--- src/rtl/dwx_pkg.sv ---
package dwx_pkg;
  localparam int AW = 44;
  localparam int TW = 35;
  localparam int DW = 64;

  typedef enum logic [1:0] {
    F_BASE = 2'd0,
    F_MASK = 2'd1,
    F_TBA  = 2'd2,
    F_CTL  = 2'd3
  } field_e;

  typedef enum logic [1:0] {
    K_MISS   = 2'd0,
    K_DIRECT = 2'd1,
    K_FETCH  = 2'd2
  } kind_e;

  typedef enum logic {
    S_IDLE = 1'b0,
    S_WAIT = 1'b1
  } state_e;

  typedef struct packed {
    logic [AW-1:0] base;
    logic [31:0]   msk;
    logic [TW-1:0] tba;
  } win_t;
endpackage

--- src/rtl/dwx_regs.sv ---
module dwx_regs import dwx_pkg::*; #(
  parameter int NWIN = 4,
  parameter int WSEL = 2
) (
  input  logic                  clk_i,
  input  logic                  rst_ni,
  input  logic                  we_i,
  input  logic [WSEL+1:0]       sel_i,
  input  logic [AW-1:0]         wdata_i,
  output win_t [NWIN-1:0]       win_o,
  output logic                  hole_en_o,
  output logic                  hi_dir_en_o
);
  localparam logic [AW-1:0] KEEP_STD  = 44'h000_FFF0_0003;
  localparam logic [AW-1:0] KEEP_LAST = 44'h800_FFF0_0001;
  localparam logic [31:0]   KEEP_MSK  = 32'hFFF0_0000;
  localparam logic [TW-1:0] KEEP_TBA  = 35'h7_FFFF_FC00;

  field_e fld;
  assign fld = field_e'(sel_i[WSEL+1:WSEL]);

  for (genvar g = 0; g < NWIN; g++) begin : g_win
    localparam logic [AW-1:0] KEEP  = (g == NWIN-1) ? KEEP_LAST : KEEP_STD;
    localparam logic [AW-1:0] FORCE = (g == NWIN-1) ? 44'h2 : 44'h0;
    win_t q, d;
    logic en;

    assign en = we_i && (fld != F_CTL) && (sel_i[WSEL-1:0] == WSEL'(g));

    always_comb begin
      d = q;
      case (fld)
        F_BASE:  d.base = (wdata_i & KEEP) | FORCE;
        F_MASK:  d.msk  = wdata_i[31:0] & KEEP_MSK;
        F_TBA:   d.tba  = wdata_i[TW-1:0] & KEEP_TBA;
        default: d = q;
      endcase
    end

    always_ff @(posedge clk_i or negedge rst_ni) begin
      if (!rst_ni) begin
        q <= '{base: FORCE, msk: '0, tba: '0};
      end else if (en) begin
        q <= d;
      end
    end

    assign win_o[g] = q;
  end

  logic [1:0] ctl_q, ctl_d;
  logic       ctl_en;

  assign ctl_en = we_i && (fld == F_CTL);
  assign ctl_d  = wdata_i[6:5];

  always_ff @(posedge clk_i or negedge rst_ni) begin
    if (!rst_ni) begin
      ctl_q <= '0;
    end else if (ctl_en) begin
      ctl_q <= ctl_d;
    end
  end

  assign hole_en_o   = ctl_q[0];
  assign hi_dir_en_o = ctl_q[1];

  // the last window always reports scatter-gather mode once out of reset
  p_last_sg_r9: assert property (@(posedge clk_i) disable iff (!rst_ni)
    ctl_en |=> win_o[NWIN-1].base[1]);
endmodule

--- src/rtl/dwx_match.sv ---
module dwx_match import dwx_pkg::*; #(
  parameter int NWIN = 4,
  parameter int WSEL = 2
) (
  input  logic [AW-1:0]   addr_i,
  input  win_t [NWIN-1:0] win_i,
  input  logic            hole_en_i,
  input  logic            hi_dir_en_i,
  output kind_e           kind_o,
  output logic [AW-1:0]   dir_addr_o,
  output logic [AW-1:0]   dir_mask_o,
  output logic [TW-1:0]   entry_o
);
  localparam logic [TW-1:0] DAC_TBA_KEEP = 35'h7_FFC0_0000;
  localparam logic [AW-1:0] HI_MASK      = 44'h007_FFFF_FFFF;

  logic [NWIN-1:0]         hit_v;
  logic [NWIN-1:0][AW-1:0] ext_v;
  logic [NWIN-1:0][AW-1:0] dres_v;
  logic [NWIN-1:0][TW-1:0] ent_v;

  for (genvar g = 0; g < NWIN; g++) begin : g_cmp
    logic [31:0] ext;
    logic        excl;
    assign ext  = win_i[g].msk | 32'h000F_FFFF;
    assign excl = (g == NWIN-1) ? win_i[g].base[AW-1] : 1'b0;
    assign hit_v[g] = win_i[g].base[0] && !excl &&
                      ((addr_i[31:0] & ~ext) == {win_i[g].base[31:20], 20'h0});
    assign ext_v[g]  = AW'(ext);
    assign dres_v[g] = (AW'(win_i[g].tba) & ~AW'(ext)) | (addr_i & AW'(ext));
    assign ent_v[g]  = (win_i[g].tba & ~TW'(win_i[g].msk >> 10)) |
                       TW'((addr_i[31:0] & (win_i[g].msk | 32'h000F_E000)) >> 10);
  end

  logic [WSEL-1:0] pick;
  logic            any;
  logic            lo32;
  logic            in_hole;
  win_t            last;

  assign lo32    = (addr_i[AW-1:32] == '0);
  assign in_hole = hole_en_i && (addr_i[31:20] == '0) && addr_i[19];
  assign last    = win_i[NWIN-1];

  always_comb begin
    pick = '0;
    any  = 1'b0;
    for (int i = NWIN-1; i >= 0; i--) begin
      if (hit_v[i]) begin
        pick = WSEL'(i);
        any  = 1'b1;
      end
    end
  end

  always_comb begin
    kind_o     = K_MISS;
    dir_addr_o = '0;
    dir_mask_o = '0;
    entry_o    = '0;
    if (lo32) begin
      if (!in_hole && any) begin
        if (win_i[pick].base[1]) begin
          kind_o  = K_FETCH;
          entry_o = ent_v[pick];
        end else begin
          kind_o     = K_DIRECT;
          dir_addr_o = dres_v[pick];
          dir_mask_o = ext_v[pick];
        end
      end
    end else if (addr_i[AW-1:40] == 4'h1 && hi_dir_en_i) begin
      kind_o     = K_DIRECT;
      dir_addr_o = addr_i & HI_MASK;
      dir_mask_o = HI_MASK;
    end else if (addr_i[AW-1] && last.base[AW-1] && last.base[0]) begin
      kind_o  = K_FETCH;
      entry_o = (last.tba & DAC_TBA_KEEP) | TW'({addr_i[31:13], 3'b000});
    end
  end
endmodule

--- src/rtl/dma_win_xlat.sv ---
module dma_win_xlat import dwx_pkg::*; #(
  parameter  int NWIN = 4,
  localparam int WSEL = (NWIN > 1) ? $clog2(NWIN) : 1
) (
  input  logic            clk_i,
  input  logic            rst_ni,
  input  logic            cfg_we_i,
  input  logic [WSEL+1:0] cfg_sel_i,
  input  logic [AW-1:0]   cfg_wdata_i,
  input  logic            req_valid_i,
  input  logic [AW-1:0]   req_addr_i,
  output logic            req_ready_o,
  output logic            mem_req_valid_o,
  output logic [TW-1:0]   mem_req_addr_o,
  input  logic            mem_rsp_valid_i,
  input  logic [DW-1:0]   mem_rsp_data_i,
  output logic            rsp_valid_o,
  output logic            rsp_hit_o,
  output logic [AW-1:0]   rsp_addr_o,
  output logic [AW-1:0]   rsp_mask_o
);
  logic [1:0] rst_sync_q;
  logic       rst_n;

  always_ff @(posedge clk_i or negedge rst_ni) begin
    if (!rst_ni) begin
      rst_sync_q <= '0;
    end else begin
      rst_sync_q <= {rst_sync_q[0], 1'b1};
    end
  end
  assign rst_n = rst_sync_q[1];

  win_t [NWIN-1:0] win;
  logic            hole_en, hi_dir_en;
  kind_e           kind;
  logic [AW-1:0]   dir_addr, dir_mask;
  logic [TW-1:0]   entry;

  dwx_regs #(.NWIN(NWIN), .WSEL(WSEL)) i_regs (
    .clk_i      (clk_i),
    .rst_ni     (rst_n),
    .we_i       (cfg_we_i),
    .sel_i      (cfg_sel_i),
    .wdata_i    (cfg_wdata_i),
    .win_o      (win),
    .hole_en_o  (hole_en),
    .hi_dir_en_o(hi_dir_en)
  );

  dwx_match #(.NWIN(NWIN), .WSEL(WSEL)) i_match (
    .addr_i     (req_addr_i),
    .win_i      (win),
    .hole_en_i  (hole_en),
    .hi_dir_en_i(hi_dir_en),
    .kind_o     (kind),
    .dir_addr_o (dir_addr),
    .dir_mask_o (dir_mask),
    .entry_o    (entry)
  );

  state_e        state_q, state_d;
  logic [TW-1:0] mem_addr_q, mem_addr_d;
  logic [12:0]   off_q, off_d;
  logic          mem_en;
  logic          rsp_set;
  logic          hit_d, hit_q;
  logic [AW-1:0] addr_d, addr_q, mask_d, mask_q;
  logic          rsp_valid_q;
  logic          unused_rsp_bits;

  assign unused_rsp_bits = ^mem_rsp_data_i[DW-1:22];

  always_comb begin
    state_d    = state_q;
    mem_addr_d = entry;
    off_d      = req_addr_i[12:0];
    mem_en     = 1'b0;
    rsp_set    = 1'b0;
    hit_d      = 1'b0;
    addr_d     = '0;
    mask_d     = '0;
    case (state_q)
      S_IDLE: begin
        if (req_valid_i) begin
          case (kind)
            K_DIRECT: begin
              rsp_set = 1'b1;
              hit_d   = 1'b1;
              addr_d  = dir_addr;
              mask_d  = dir_mask;
            end
            K_FETCH: begin
              state_d = S_WAIT;
              mem_en  = 1'b1;
            end
            default: rsp_set = 1'b1;
          endcase
        end
      end
      default: begin
        if (mem_rsp_valid_i) begin
          state_d = S_IDLE;
          rsp_set = 1'b1;
          if (mem_rsp_data_i[0]) begin
            hit_d  = 1'b1;
            addr_d = AW'({mem_rsp_data_i[21:1], off_q});
            mask_d = AW'(13'h1FFF);
          end
        end
      end
    endcase
  end

  always_ff @(posedge clk_i or negedge rst_n) begin
    if (!rst_n) begin
      state_q     <= S_IDLE;
      rsp_valid_q <= 1'b0;
      mem_addr_q  <= '0;
      off_q       <= '0;
      hit_q       <= 1'b0;
      addr_q      <= '0;
      mask_q      <= '0;
    end else begin
      state_q     <= state_d;
      rsp_valid_q <= rsp_set;
      if (mem_en) begin
        mem_addr_q <= mem_addr_d;
        off_q      <= off_d;
      end
      if (rsp_set) begin
        hit_q  <= hit_d;
        addr_q <= addr_d;
        mask_q <= mask_d;
      end
    end
  end

  assign req_ready_o     = (state_q == S_IDLE);
  assign mem_req_valid_o = (state_q == S_WAIT);
  assign mem_req_addr_o  = mem_addr_q;
  assign rsp_valid_o     = rsp_valid_q;
  assign rsp_hit_o       = hit_q;
  assign rsp_addr_o      = addr_q;
  assign rsp_mask_o      = mask_q;

  // a pending table read keeps its address until data returns
  p_fetch_hold_r5: assert property (@(posedge clk_i) disable iff (!rst_n)
    mem_req_valid_o && !mem_rsp_valid_i |=> mem_req_valid_o && $stable(mem_req_addr_o));

  // a page walk that hits covers exactly one 8 KB page
  p_page_mask_r5: assert property (@(posedge clk_i) disable iff (!rst_n)
    mem_req_valid_o && mem_rsp_valid_i && mem_rsp_data_i[0]
      |=> rsp_valid_o && rsp_hit_o && rsp_mask_o == AW'(13'h1FFF));

  // faults carry no address and no mask
  p_fault_zero_r6: assert property (@(posedge clk_i) disable iff (!rst_n)
    rsp_valid_o && !rsp_hit_o |-> rsp_addr_o == '0 && rsp_mask_o == '0);

  // no response while a table read is still outstanding
  p_one_inflight_r11: assert property (@(posedge clk_i) disable iff (!rst_n)
    mem_req_valid_o |-> !rsp_valid_o);

  // responses are single-cycle pulses unless a new request was accepted
  p_rsp_pulse_r11: assert property (@(posedge clk_i) disable iff (!rst_n)
    rsp_valid_o && !(req_valid_i && req_ready_o) |=> !rsp_valid_o);
endmodule

--- config.mk ---
export PLATFORM = sky130hd
export DESIGN_NAME = dma_win_xlat
export DESIGN_NICKNAME = d
export VERILOG_FILES = /design/src/rtl/dwx_pkg.sv /design/src/rtl/dwx_regs.sv /design/src/rtl/dwx_match.sv /design/src/rtl/dma_win_xlat.sv
export SDC_FILE = /design/constraint.sdc
export NUM_CORES = 1
export LEC_CHECK = 0
export BUFFER_PORTS_ARGS = -buffer_cell sky130_fd_sc_hd__buf_4
export CORE_MARGIN = 5
export CORE_UTILIZATION = 30
export CTS_CLUSTER_SIZE = 12
export DETAILED_ROUTE_END_ITERATION = 8
export PLACE_DENSITY = 0.47
export SLEW_MARGIN = 20
export SYNTH_ARGS = -nofsm -noshare
export SYNTH_HDL_FRONTEND = slang
export SYNTH_SLANG_ARGS = --single-unit
--- constraint.sdc ---
create_clock -name clk_i -period 11.5 [get_ports clk_i]
set_input_delay 0 -clock clk_i [delete_from_list [all_inputs] [get_ports clk_i]]
set_output_delay 0 -clock clk_i [all_outputs]
set_load 0.005 [all_outputs]
==> summary.md <==
| Metric | Value |
|---|---|
| Worst Setup End Kind | `flip-flop` |
| Fraction of the cycle the final worst path needs | `0.3883` |
| R2R setup slack | `7.03 ns` |
| Post-layout minimum cycle time | `4.465 ns` |
| Kind of start point of the critical path | `flip-flop` |
| CP required | `11.93 ns` |
| Worst skew pair latency | `0.54 ns` |
| Post-synth cell types | `69` |
| GRT Resource Usage Total | `0.2089` |
| Initial Utilization | `0.3032` |
| Leading register cell type out of synthesis | `dfrtp_1` |
| Reported leakage power | `0.008926 uW` |
| Largest net degree at the start of global routing | `166` |
| Slew HR | `0.2162` |
| Detailed-router iteration count before antenna repair | `5` |
| Cell count after placement | `2220` |
| DRT Wirelength | `62710 microns` |
| Worst Setup Slack post-DPL | `7.159 ns` |
| Syn. warnings | `0` |
| Final worst clock skew | `0.02280 ns` |
| Maximum fanout encountered on the critical timing path | `34` |
| TritonCTS clock tree | `done` |
| Average via count per standard cell | `5.414` |
| Inserted Diodes | `0` |
| Wire length of the first global-routing pass | `90150 microns` |
| Syn Std Cell Area | `15970 sq um` |
| Area grow syn2layout | `27.50%` |
| Endpoints failing hold | `0` |
| Die Y-Extent | `240.7 microns` |
| Commonest non-fill, non-tap cell in the layout | `dfrtp_1` |
| Commonest non-fill, non-tap cells in the layout | `dfrtp_1, mux2_2, buf_4` |
| Clock root buffer | `clkbuf_16` |
| Fraction of final layout cells with drive strength greater than 1 | `0.3398` |
| Status | `complete, no violations` |
| Antenna viol nets, final | `0` |
| Number of buffers inserted to repair setup after CTS | `0` |
| Hold slack | `0.03188 ns` |
| Post-route non-filler standard cell count | `2398` |
| Count of clock tree sinks | `305` |
| Async set or reset register ratio after synthesis | `1.000` |
| Post-detailed-route DRC marker count | `0` |
| Max Root-Sink Buffers | `3` |
| Total negative slack | `0 ns` |
| Number of synthesized flops with an enable pin | `0` |
| Depth of the CTS H-tree | `2` |
| Number of rows created at floorplan | `84` |
| Crit path arrival time | `4.89 ns` |
| Routability cong. | `0.8552` |
| Total Power | `3624 uW` |
| Via count of the routed design | `12980` |
| Sequential element share of the synthesized area | `0.4781` |
| Per-cell routed wire length | `26.15 microns` |
| Max Cap Violations | `0` |
| Dpl hpwl | `41660 microns` |
| Top achievable clock speed | `223.9 MHz` |
| Slew at the pin with the worst max-slew slack | `1.172 ns` |
| Initial detailed-routing violation count | `1019` |
| Initial antenna violation count | `0` |
| RSZ-0062 raised after global routing | `false` |
| Via count of the first global-routing pass | `12980` |
| Core region area | `52660 sq um` |
| Count of state elements after synthesis | `305` |
| Total power density per cell area | `178.0 nW/um^2` |
| Worst-case vdd ir drop | `0.00009919 V` |
| Final Setup Violations | `0` |
| Die Area | `57930 sq um` |
| Mean area per synthesized cell | `11.24 sq um` |
| Reg clk slew, reported paths | `0.06 ns` |
| Count of port buffers added during placement | `210` |
| I/O pin count | `288` |
| Synth Instances | `1421` |
| Number of nets in the layout | `1845` |
| Worst Hold Class | `in -> reg` |
| Width of the die | `240.7 microns` |
| Number of buffers created by CTS | `37` |
| Max Slew Vio Count | `0` |
| Category of the most critical setup path | `reg -> reg` |
| PnR worst setup slack | `7.035 ns` |
| Overflow left after global routing | `0` |
## cell type report
type	instances	area, sq um
flip-flops and latches	305	7636
multi-input cells	987	7647
clock inverters	13	203.9
repair buffers	350	2923
well taps	688	860.8
fillers	5182	32300
clock buffers	52	1074
inverters	3	11.26
## where the power goes
part / switching (uW) / internal (uW)
Clock: 474 / 763
Sequential: 260 / 1320
Combinational: 350 / 453
## cells in the mapped netlist, drive strengths merged (6+ instances only)
cell type	n	area (sq um)
dfrtp	305	7632
mux2	239	2691
nand2	110	415.4
buf	85	578.1
clkbuf	61	230.2
nand3	55	275.3
o21ai	54	274.0
nor2b	52	332.8
xnor2	48	457.9
a22oi	45	337.8
nor3	35	180.2
nor2	31	128.9
or3	27	173.9
a21oi	23	115.1
a211o	22	192.7
mux2i	22	220.2
a31oi	21	131.4
o21a	21	157.7
nor3b	19	142.6
nor4	18	148.9
and3	17	106.4
nand4	14	93.84
o211ai	14	105.1
mux4	10	225.2
o2111ai	10	87.58
o211a	9	90.09
or4	8	71.32
nand2b	6	37.54
## per-layer routing
| metal | wire length, microns | track usage | up-vias |
|---|---|---|---|
| li1 | - | - | 5654 |
| met3 | 3812 | 0.02685 | 84 |
| met2 | 29680 | 0.3486 | 474 |
| met1 | 27940 | 0.2927 | 6771 |
| met5 | 0 | 0 | - |
| met4 | 1279 | 0.04660 | 0 |
## per-stage QoR
stage               cell area, sq um    util
floorplan                      16040       -
global placement               17940  0.3407
detailed placement             17950  0.3408
CTS                            20360  0.3866
global route                   20360  0.3866
finish                         20360  0.3866
## kinds of logic after synthesis
logic type / share of synthesized area
xor gates and xnor gates: 0.02868
and+or+nand+nor: 0.1381
other: 0.0004704
DFF: 0.4781
buffers and inverters: 0.05133
AOI/OAI and AO/OA: 0.1069
muxes: 0.1965
## worst max-delay path, stage by stage, from the launching register on
cell and delay [ns]:
dfrtp_1 0.54, nor2b_1 0.10, xnor2_1 0.37, nand4_1 0.25, or4_4 0.70, nand2_1 0.24, buf_4 0.26, nand2_1 0.23
buf_4 0.36, or4_1 0.96, o211ai_1 0.33
## path summary, 6_finish.rpt
| path | end | cells past startpoint | from |
|---|---|---|---|
| worst min-delay path | rsp_addr_o[27] | 3 | req_addr_i[27] |
| worst max-delay path | rsp_mask_o[21] | 10 | i_regs.win_o[66] |
| worst min register to register | rst_sync_q[1] | 0 | rst_sync_q[0] |
| max in group asynchronous | i_regs.win_o[431] | 2 | rst_sync_q[1] |
| worst max register to register | rsp_mask_o[21] | 10 | i_regs.win_o[66] |
| min in group asynchronous | rst_sync_q[1] | 3 | rst_ni |
## repair_timing
action                    CTS  global route
hold buffers              113             0
hold endpoints to repair  274             0
resized for setup           0             0
## flip-flops by register name, summed over array words and instances, names as in the netlist
name and cells:
rsp_mask_o 15, rsp_valid_o 1, i_regs.ctl_q 2, mem_req_valid_o 1
rsp_addr_o 35, i_regs.win_o 204, rst_sync_q 2, mem_req_addr_o 32
off_q 13
Power figures use the tool's default switching activity.
